### src/rtl/i2c_unjam_pkg.sv
package i2c_unjam_pkg;
  typedef enum logic [2:0] {
    UJ_IDLE    = 3'd0,
    UJ_CHECK   = 3'd1,
    UJ_LOW     = 3'd2,
    UJ_HIGH    = 3'd3,
    UJ_P_LOW   = 3'd4,
    UJ_P_HOLD  = 3'd5,
    UJ_P_SETUP = 3'd6,
    UJ_P_REL   = 3'd7
  } uj_state_e;
endpackage

### src/rtl/unjam_phase_timer.sv
module unjam_phase_timer #(
  parameter int HALF_CYCLES = 4
) (
  input  logic clk,
  input  logic rst_n,
  input  logic en,
  output logic phase_end
);
  localparam int CW = (HALF_CYCLES > 1) ? $clog2(HALF_CYCLES) : 1;

  logic [CW-1:0] cnt_q, cnt_d;

  assign phase_end = en && (cnt_q == CW'(HALF_CYCLES - 1));

  always_comb begin
    if (!en)            cnt_d = '0;
    else if (phase_end) cnt_d = '0;
    else                cnt_d = cnt_q + 1'b1;
  end

  always_ff @(posedge clk or negedge rst_n) begin
    if (!rst_n) cnt_q <= '0;
    else        cnt_q <= cnt_d;
  end
endmodule

### src/rtl/unjam_timeout.sv
module unjam_timeout #(
  parameter int TIMEOUT_TICKS = 64
) (
  input  logic clk,
  input  logic rst_n,
  input  logic clear,
  input  logic run,
  input  logic tick,
  output logic expire
);
  localparam int CW = $clog2(TIMEOUT_TICKS + 1);

  logic [CW-1:0] cnt_q, cnt_d;

  assign expire = run && tick && (cnt_q == CW'(TIMEOUT_TICKS - 1));

  always_comb begin
    if (clear)                      cnt_d = '0;
    else if (run && tick && !expire) cnt_d = cnt_q + 1'b1;
    else                            cnt_d = cnt_q;
  end

  always_ff @(posedge clk or negedge rst_n) begin
    if (!rst_n) cnt_q <= '0;
    else        cnt_q <= cnt_d;
  end
endmodule

### src/rtl/unjam_fsm.sv
module unjam_fsm
  import i2c_unjam_pkg::*;
#(
  parameter int MAX_PULSES = 9
) (
  input  logic clk,
  input  logic rst_n,
  input  logic cmd,
  input  logic scl_in,
  input  logic sda_in,
  input  logic phase_end,
  input  logic expire,
  output logic timer_en,
  output logic tmo_clear,
  output logic tmo_run,
  output logic scl_oe,
  output logic sda_oe,
  output logic ok,
  output logic fail,
  output logic tmo
);
  localparam int PW = $clog2(MAX_PULSES + 1);

  uj_state_e     state_q, state_d;
  logic [PW-1:0] pcnt_q, pcnt_d;
  logic          ok_q, ok_d, fail_q, fail_d, tmo_q, tmo_d;
  logic          scl_q, scl_d, sda_q, sda_d;
  logic          start;

  // the high phase is frozen while another device stretches the clock
  assign timer_en  = (state_q != UJ_IDLE) && (state_q != UJ_CHECK) &&
                     !((state_q == UJ_HIGH) && !scl_in);
  assign tmo_clear = start;
  assign tmo_run   = (state_q != UJ_IDLE);

  always_comb begin
    state_d = state_q;
    pcnt_d  = pcnt_q;
    ok_d    = ok_q;
    fail_d  = fail_q;
    tmo_d   = tmo_q;
    start   = 1'b0;
    case (state_q)
      UJ_IDLE: begin
        if (cmd) begin
          start   = 1'b1;
          state_d = UJ_CHECK;
          pcnt_d  = '0;
          ok_d    = 1'b0;
          fail_d  = 1'b0;
          tmo_d   = 1'b0;
        end
      end
      UJ_CHECK: state_d = sda_in ? UJ_P_LOW : UJ_LOW;
      UJ_LOW:   if (phase_end) state_d = UJ_HIGH;
      UJ_HIGH: begin
        if (phase_end) begin
          pcnt_d = pcnt_q + 1'b1;
          if (sda_in) begin
            state_d = UJ_P_LOW;
          end else if (pcnt_q == PW'(MAX_PULSES - 1)) begin
            state_d = UJ_IDLE;
            fail_d  = 1'b1;
          end else begin
            state_d = UJ_LOW;
          end
        end
      end
      UJ_P_LOW:   if (phase_end) state_d = UJ_P_HOLD;
      UJ_P_HOLD:  if (phase_end) state_d = UJ_P_SETUP;
      UJ_P_SETUP: if (phase_end) state_d = UJ_P_REL;
      UJ_P_REL: begin
        if (phase_end) begin
          state_d = UJ_IDLE;
          if (sda_in) ok_d = 1'b1;
          else        fail_d = 1'b1;
        end
      end
      default: state_d = UJ_IDLE;
    endcase
    if (expire) begin
      state_d = UJ_IDLE;
      ok_d    = 1'b0;
      fail_d  = 1'b1;
      tmo_d   = 1'b1;
    end
    scl_d = state_d inside {UJ_LOW, UJ_P_LOW, UJ_P_HOLD};
    sda_d = state_d inside {UJ_P_HOLD, UJ_P_SETUP};
  end

  always_ff @(posedge clk or negedge rst_n) begin
    if (!rst_n) begin
      state_q <= UJ_IDLE;
      pcnt_q  <= '0;
      ok_q    <= 1'b0;
      fail_q  <= 1'b0;
      tmo_q   <= 1'b0;
      scl_q   <= 1'b0;
      sda_q   <= 1'b0;
    end else begin
      state_q <= state_d;
      pcnt_q  <= pcnt_d;
      ok_q    <= ok_d;
      fail_q  <= fail_d;
      tmo_q   <= tmo_d;
      scl_q   <= scl_d;
      sda_q   <= sda_d;
    end
  end

  assign scl_oe = scl_q;
  assign sda_oe = sda_q;
  assign ok     = ok_q;
  assign fail   = fail_q;
  assign tmo    = tmo_q;
endmodule

### src/rtl/i2c_bus_unjam.sv
module i2c_bus_unjam #(
  parameter int HALF_CYCLES   = 4,
  parameter int MAX_PULSES    = 9,
  parameter int TIMEOUT_TICKS = 64
) (
  input  logic clk,
  input  logic rst_n,
  input  logic recover_req,
  input  logic base_tick,
  input  logic scl_in,
  input  logic sda_in,
  output logic scl_oe,
  output logic sda_oe,
  output logic done_ok,
  output logic done_fail,
  output logic sda_hold_to
);
  logic timer_en, phase_end, tmo_clear, tmo_run, expire;

  unjam_phase_timer #(.HALF_CYCLES(HALF_CYCLES)) u_phase (
    .clk(clk), .rst_n(rst_n), .en(timer_en), .phase_end(phase_end)
  );

  unjam_timeout #(.TIMEOUT_TICKS(TIMEOUT_TICKS)) u_tmo (
    .clk(clk), .rst_n(rst_n), .clear(tmo_clear), .run(tmo_run),
    .tick(base_tick), .expire(expire)
  );

  unjam_fsm #(.MAX_PULSES(MAX_PULSES)) u_fsm (
    .clk(clk), .rst_n(rst_n), .cmd(recover_req), .scl_in(scl_in),
    .sda_in(sda_in), .phase_end(phase_end), .expire(expire),
    .timer_en(timer_en), .tmo_clear(tmo_clear), .tmo_run(tmo_run),
    .scl_oe(scl_oe), .sda_oe(sda_oe), .ok(done_ok), .fail(done_fail),
    .tmo(sda_hold_to)
  );
endmodule

### config.mk
export PLATFORM = sky130hd
export DESIGN_NAME = i2c_bus_unjam
export DESIGN_NICKNAME = d
export VERILOG_FILES = /design/src/rtl/i2c_unjam_pkg.sv /design/src/rtl/unjam_phase_timer.sv /design/src/rtl/unjam_timeout.sv /design/src/rtl/unjam_fsm.sv /design/src/rtl/i2c_bus_unjam.sv
export SDC_FILE = /design/constraint.sdc
export NUM_CORES = 1
export LEC_CHECK = 0
export ABC_AREA = 0
export CORE_UTILIZATION = 40
export DETAILED_ROUTE_END_ITERATION = 10
export DONT_BUFFER_PORTS = 1
export GPL_TIMING_DRIVEN = 0
export HOLD_SLACK_MARGIN = 0.1
export PLACE_DENSITY = 0.54
export SLEW_MARGIN = 5
export SYNTH_ARGS = -nofsm -noshare
export SYNTH_HDL_FRONTEND = slang
export SYNTH_SLANG_ARGS = --single-unit
### constraint.sdc
create_clock -name clk -period 2.02 [get_ports clk]
set_input_delay 0.202 -clock clk [delete_from_list [all_inputs] [get_ports clk]]
set_output_delay 0.202 -clock clk [all_outputs]
set_load 0.01 [all_outputs]
# Word-level counts from Yosys, hierarchy flattened
# Cells that the tools add are included.
[word_totals]
wordCells = 95
in_bits = 6
reg_bits = 21
[op_classes]
add_sub_neg = 3
mux = 35
n_reduce_logical = 24
eq_ne = 24
[ops]
columns = ["operator", "count"]
rows = [
  ["3-bit two-way mux", 10],
  ["3-bit one-hot mux with 8 select lines", 1],
  ["3-bit == test, second input constant", 7],
  ["3-bit != test, second input constant", 7],
  ["1-bit two-way mux", 14],
  ["7-bit two-way mux", 2],
  ["2-bit nonzero test", 5],
  ["3-bit by 2-bit == test with 1-bit output, second input constant", 3],
  ["3-bit nonzero test", 3],
  ["4-bit two-way mux", 2],
  ["4-bit one-hot mux with 2 select lines", 1],
  ["7-bit by 1-bit adder with 7-bit output, second input constant", 1],
  ["7-bit by 6-bit == test with 1-bit output, second input constant", 1],
  ["1-bit logical AND", 7],
  ["7-bit AND reduction", 1],
  ["2-bit two-way mux", 3],
  ["4-bit by 1-bit adder with 4-bit output, second input constant", 1],
  ["4-bit == test, second input constant", 1],
  ["2-bit != test, second input constant", 2],
  ["4-bit AND reduction", 1],
  ["4-bit nonzero test", 1],
  ["3-bit by 1-bit == test with 1-bit output, second input constant", 1],
  ["1-bit logical NOT", 3],
  ["3-bit logical NOT", 1],
  ["7 further kinds", 7],
]

# Longest topological paths before layout
[depth]
word_depth = 10
depth_mapped = 7
depth_no_buf = 7

# By module
# From an unflattened synthesis, not the netlist that was laid out.
[hier_totals]
cells_unflattened = 115
area_unflattened_um2 = 1198.6
[modules_own_cells]
columns = ["mod", "instances", "cells_per_inst", "seq_area_each_um2", "area_each_um2"]
rows = [
  ["unjam_fsm", 1, 69, 300.3, 689.4],
  ["unjam_timeout", 1, 40, 175.2, 417.9],
  ["unjam_phase_timer", 1, 6, 50.0, 91.3],
]

# Worst setup path before layout
# OpenSTA, ideal clock, no wires.
[synth_timing]
kind = "reg2reg"
from = "register u_tmo.cnt_q[0]"
to = "register u_fsm.sda_q (netlist: u_fsm.sda_oe)"
t_arrival_ps = 1387
synth_period_minus_slack_ps = 1523
setup_ps = 136
path_buffers = 0
setup_slack_ps = 497
required_ps = 1884
path_stages_with_launch = 7
cell_sequence = "dfrtp_1 > ha_1 > nand3_4 > nor4_4 > nand4b_4 > xor2_1 > nor3_2"
[synth_between]
elab_chain_len = 5
elab_cells_between_ends = 6
cone_classes = "3 x eq/ne; 1 x mux; 2 x reduce/logical"
[synth_lines]
columns = ["element", "line_no", "text"]
rows = [
  ["start: declaration", "unjam_timeout.sv:13", "logic [CW-1:0] cnt_q, cnt_d;"],
  ["start signal: assignment", "unjam_timeout.sv:25", "else cnt_q <= cnt_d;"],
  ["7-bit by 6-bit == test with 1-bit output *", "unjam_timeout.sv:15", "assign expire = run && tick && (cnt_q == CW'(TIMEOUT_TICKS - 1));"],
  ["1-bit logical AND *", "unjam_timeout.sv:15", ""],
  ["3-bit two-way mux *", "unjam_fsm.sv:81", "if (expire) begin"],
  ["3-bit == test", "unjam_fsm.sv:88", "sda_d = state_d inside {UJ_P_HOLD, UJ_P_SETUP};"],
  ["2-bit nonzero test *", "unjam_fsm.sv:88", ""],
  ["net u_fsm.sda_d", "unjam_fsm.sv:27", "logic scl_q, scl_d, sda_q, sda_d;"],
  ["end signal: assignment", "unjam_fsm.sv:99", "sda_q <= 1'b0;"],
  ["end signal: assignment", "unjam_fsm.sv:107", "sda_q <= sda_d;"],
  ["end: declaration", "unjam_fsm.sv:27", ""],
]
# The timed path passes the listed nets; every way through them passes the cells marked *.
# A chain may end at the register's enable or synchronous reset.

# Worst setup path in the final report
[layout_timing]
from = "register u_tmo.cnt_q[0]"
to = "register u_tmo.cnt_q[5]"
[layout_between]
elab_chain_len = 5
elab_cells_between_ends = 8
cone_classes = "1 x add/sub; 1 x eq/ne; 2 x mux; 4 x reduce/logical"
[layout_lines]
columns = ["element"]
rows = [
  ["parallel branches: the longest is 5 deep, another holds 7-bit by 1-bit adder with 7-bit output"],
]
# Several ways; the timed one is not identified. The select of a mux whose other input is x is not followed.

==> results.yml <==
status:
  status: "finished with violations"
  violations: "design-rule violations"
floorplan:
  std_cell_rows: 19
  io_pins: 11
  core-area_sq_um: 2850
  dieArea_sq_um: 3320
  start_util_pct: 43.4
  die_h_microns: 57.6
  die-width_microns: 57.6
logic_synthesis:
  synth_top_area_share_pct: 42.5
  synthesis.area_sq_um: 1240
  yosysWarnings: 0
  synth.area.top_cells: "dfrtp_1, nor2_1, ha_1"
  synth_seq_area_share_pct: 42.5
  synth_area_per_cell_sq_um: 10.7
  ys_ff_latch: 21
  synth_top_cell_by_area: "dfrtp_1"
  synth_nets: 126
  synthCells: 116
  synth.distinct_cells: 43
setup_path:
  crit_required_ps: 2220
  critPathMaxFanout: 7
  end_kind: "register"
  cp.arrival_ps: 1890
  cp_top_family: "compound AO/OA/AOI/OAI gates"
  crit_start: "u_tmo.cnt_q[0]$_DFFE_PN0P_"
  crit_path_max_incr_delay_ps: 460
  critPathBufInv: 0
  cpMaxStageDelayCell: "o311ai_4"
  r2r-start: "u_tmo.cnt_q[0]$_DFFE_PN0P_"
  critPathLaunchType: "register"
  critPathKind: "reg2reg"
  crit_chain: "ha_1 > nand3_4 > o311ai_4 > nor3_1 > xnor2_1 > nor2_1"
timing:
  setup_violations: 0
  setup_tns_ps: 0
  skew_ps: 0.977
  tightest_slew_ps: 958
  maxSlewViolCount: 0
  clock.fmax_ghz: 0.592
  slew_headroom_pct: 35.9
  period_share_pct: 83.6
  hold_viol: 0
  rsz0062_at_grt: "false"
  period_needed_ps: 1690
clock_tree:
  cts_tree: "done"
  numClockSinks: 21
  cts_resized: 0
  post_cts_buffers: 0
  cts_root_buffer: "clkbuf_4"
  clk_latency_ps: 300
  clk_pin_slew_ps: 120
  h-tree-depth: 1
  cts_max_path_buffers: 2
  numCtsBuffers: 3
global_routing:
  grt_pass1_vias: 834
  grt_pass1_wl_microns: 3910
  antenna_found_initial: 0
  gr-total-overflow: 0
  track_usage_pct: 15.8
  grt_max_degree: 22
layout:
  n_antenna_cell: 0
  syn_to_final_growth_pct: 6.98
  seq_area_sq_um: 526
  multiInputGateArea_sq_um: 648
  nNetsFinal: 133
  fillers: 282
  drive_gt1_share_pct: 21.3
detailed_routing:
  vias: 830
  drtPass1Iterations: 7
  drt_iter0_drc: 19
  drt-total-wl_microns: 2210
  remaining_drc_errors: 1
  routed_via_density: 5.42
  wl_per_cell_microns: 14.4
  postRouteAntennaNets: 0
placement:
  portBuffers: 0
  dpl.hpwl_microns: 1660
  finalWeightedCongestion: 0.757
power_and_ir_drop:
  p_leak_nw: 0.593
  vdd_ir_drop_max_v: 0.000343
  power_density_nw_per_um2: 1180
  power_mw: 1.56
hold_path:
  hold_path_class: "in2reg"
  holdCritStartpoint: "recover_req"
flow_run:
  max-cap-violations: 0
## cell usage in the layout, fill, tap and decap left out, types with 2 or more instances in the layout
| cell type | synthesis | layout |
|---|---|---|
| dfrtp_1 | 21 | 21 |
| nor2_1 | 14 | 14 |
| nand3_1 | 3 | 3 |
| inv_1 | 7 | 7 |
| a21oi_1 | 5 | 5 |
| o21ai_1 | 3 | 3 |
| nand2_1 | 9 | 9 |
| dlygate4sd3_1 | 0 | 2 |
| ha_1 | 4 | 4 |
| o211ai_1 | 2 | 2 |
| nor3_2 | 3 | 3 |
| nor3_1 | 3 | 3 |
| o21ai_0 | 4 | 4 |
| xnor2_1 | 2 | 2 |
| buf_4 | 2 | 2 |
| and2_1 | 2 | 2 |
| clkbuf_4 | 0 | 3 |
| xor2_1 | 4 | 4 |
| buf_6 | 2 | 2 |
## per-layer routing
metal	wire length [microns]	part of all wire, %	track usage (%)	vias up
li1	-	-	-	417
met1	1070	48	21.8	402
met2	1070	48	24.3	9
met3	53	2.4	2.68	2
met4	18	0.81	7.32	0
met5	0	0	0	-
## flip-flops by register name, indices dropped and copies added (netlist names)
signal and count:
u_tmo.cnt_q 7, u_fsm.pcnt_q 4, u_fsm.state_q 3, u_phase.cnt_q 2, u_fsm.fail 1, u_fsm.ok 1, u_fsm.scl_oe 1, u_fsm.sda_oe 1
u_fsm.tmo 1
## what timing repair did
action                     CTS  global route
hold buffers                 2             0
hold endpoints to repair    22             0
setup endpoints to repair    0             0
## power by group
group / switching [mW] / internal [mW] / total [mW]
sequential: 0.0954 / 0.523 / 0.618
combinational: 0.412 / 0.329 / 0.741
clock: 0.126 / 0.0738 / 0.200
## cell families after synthesis
logic type,Yosys count,share of synthesized area [%]
compound gates,25,18.3
simple gates,47,24.1
flops,21,42.5
xor+xnor,6,4.25
buf+inv,11,5.16
fa+ha+maj,4,4.04
mux,2,1.72
## path summary, 6_finish.rpt
kind	to	slack, ps	cells after the start
setup reg to reg	u_tmo.cnt_q[5]$_DFFE_PN0P_	330	6
min in group asynchronous	u_fsm.ok$_DFFE_PN0P_	480	1
hold / removal	u_tmo.cnt_q[6]$_DFFE_PN0P_	120	2
max in group asynchronous	u_fsm.state_q[2]$_DFF_PN0_	950	1
hold reg to reg	u_phase.cnt_q[0]$_DFF_PN0_	450	1
setup / recovery	u_tmo.cnt_q[5]$_DFFE_PN0P_	330	6
## cell type report
type | instances | share of cell area, %
Sequential cell | 21 | 39.7
Clock buffer | 3 | 1.70
Inverter | 7 | 1.98
Tap cell | 31 | 2.93
Timing Repair Buffer | 2 | 1.51
Multi-Input combinational cell | 84 | 49.0
Clock inverter | 1 | 0.378
Buffer | 4 | 2.84
## worst register-to-register path, stage by stage, from the launching register on
cell	delay, ps
dfrtp_1	400
ha_1	230
nand3_4	150
o311ai_4	460
nor3_1	130
xnor2_1	170
nor2_1	50
## through the flow
stage               hold slack [ps]  setup slack [ps]  area [sq um]  utilization [%]  instances
floorplan                     -93.6               497          1240                -        116
global placement              -93.2               362          1280             44.7        147
detailed placement            -93.2               344          1280             44.7        147
finish                          116               332          1320             46.4        153
CTS                             102               315          1320             46.4        153
global route                    110               209          1320             46.4        153
## cells in the mapped netlist
master	number
and2_1	2
o311a_2	1
nand3_1	3
nand3_4	1
nor2b_1	1
o21ai_1	3
buf_6	2
or3_1	1
dfrtp_1	21
nor2_1	14
o211ai_2	1
a21boi_0	1
nor4_4	1
and2_4	1
xor2_1	4
mux2i_1	1
nor3_2	3
o311ai_4	1
a22oi_4	1
a21o_1	1
xnor2_1	2
mux2_2	1
o21ai_0	4
a21o_2	1
or2_1	1
nand4b_4	1
or3_4	1
a21oi_1	5
o211ai_1	2
nor3_1	3
a22o_1	1
o31ai_2	1
nand4_1	1
or3_2	1
o31ai_1	1
nand3_2	1
inv_1	7
nand2b_1	1
o41ai_4	1
nand2_1	9
buf_4	2
and2b_1	1
ha_1	4
No activity file was read; power rests on OpenSTA's default activity.
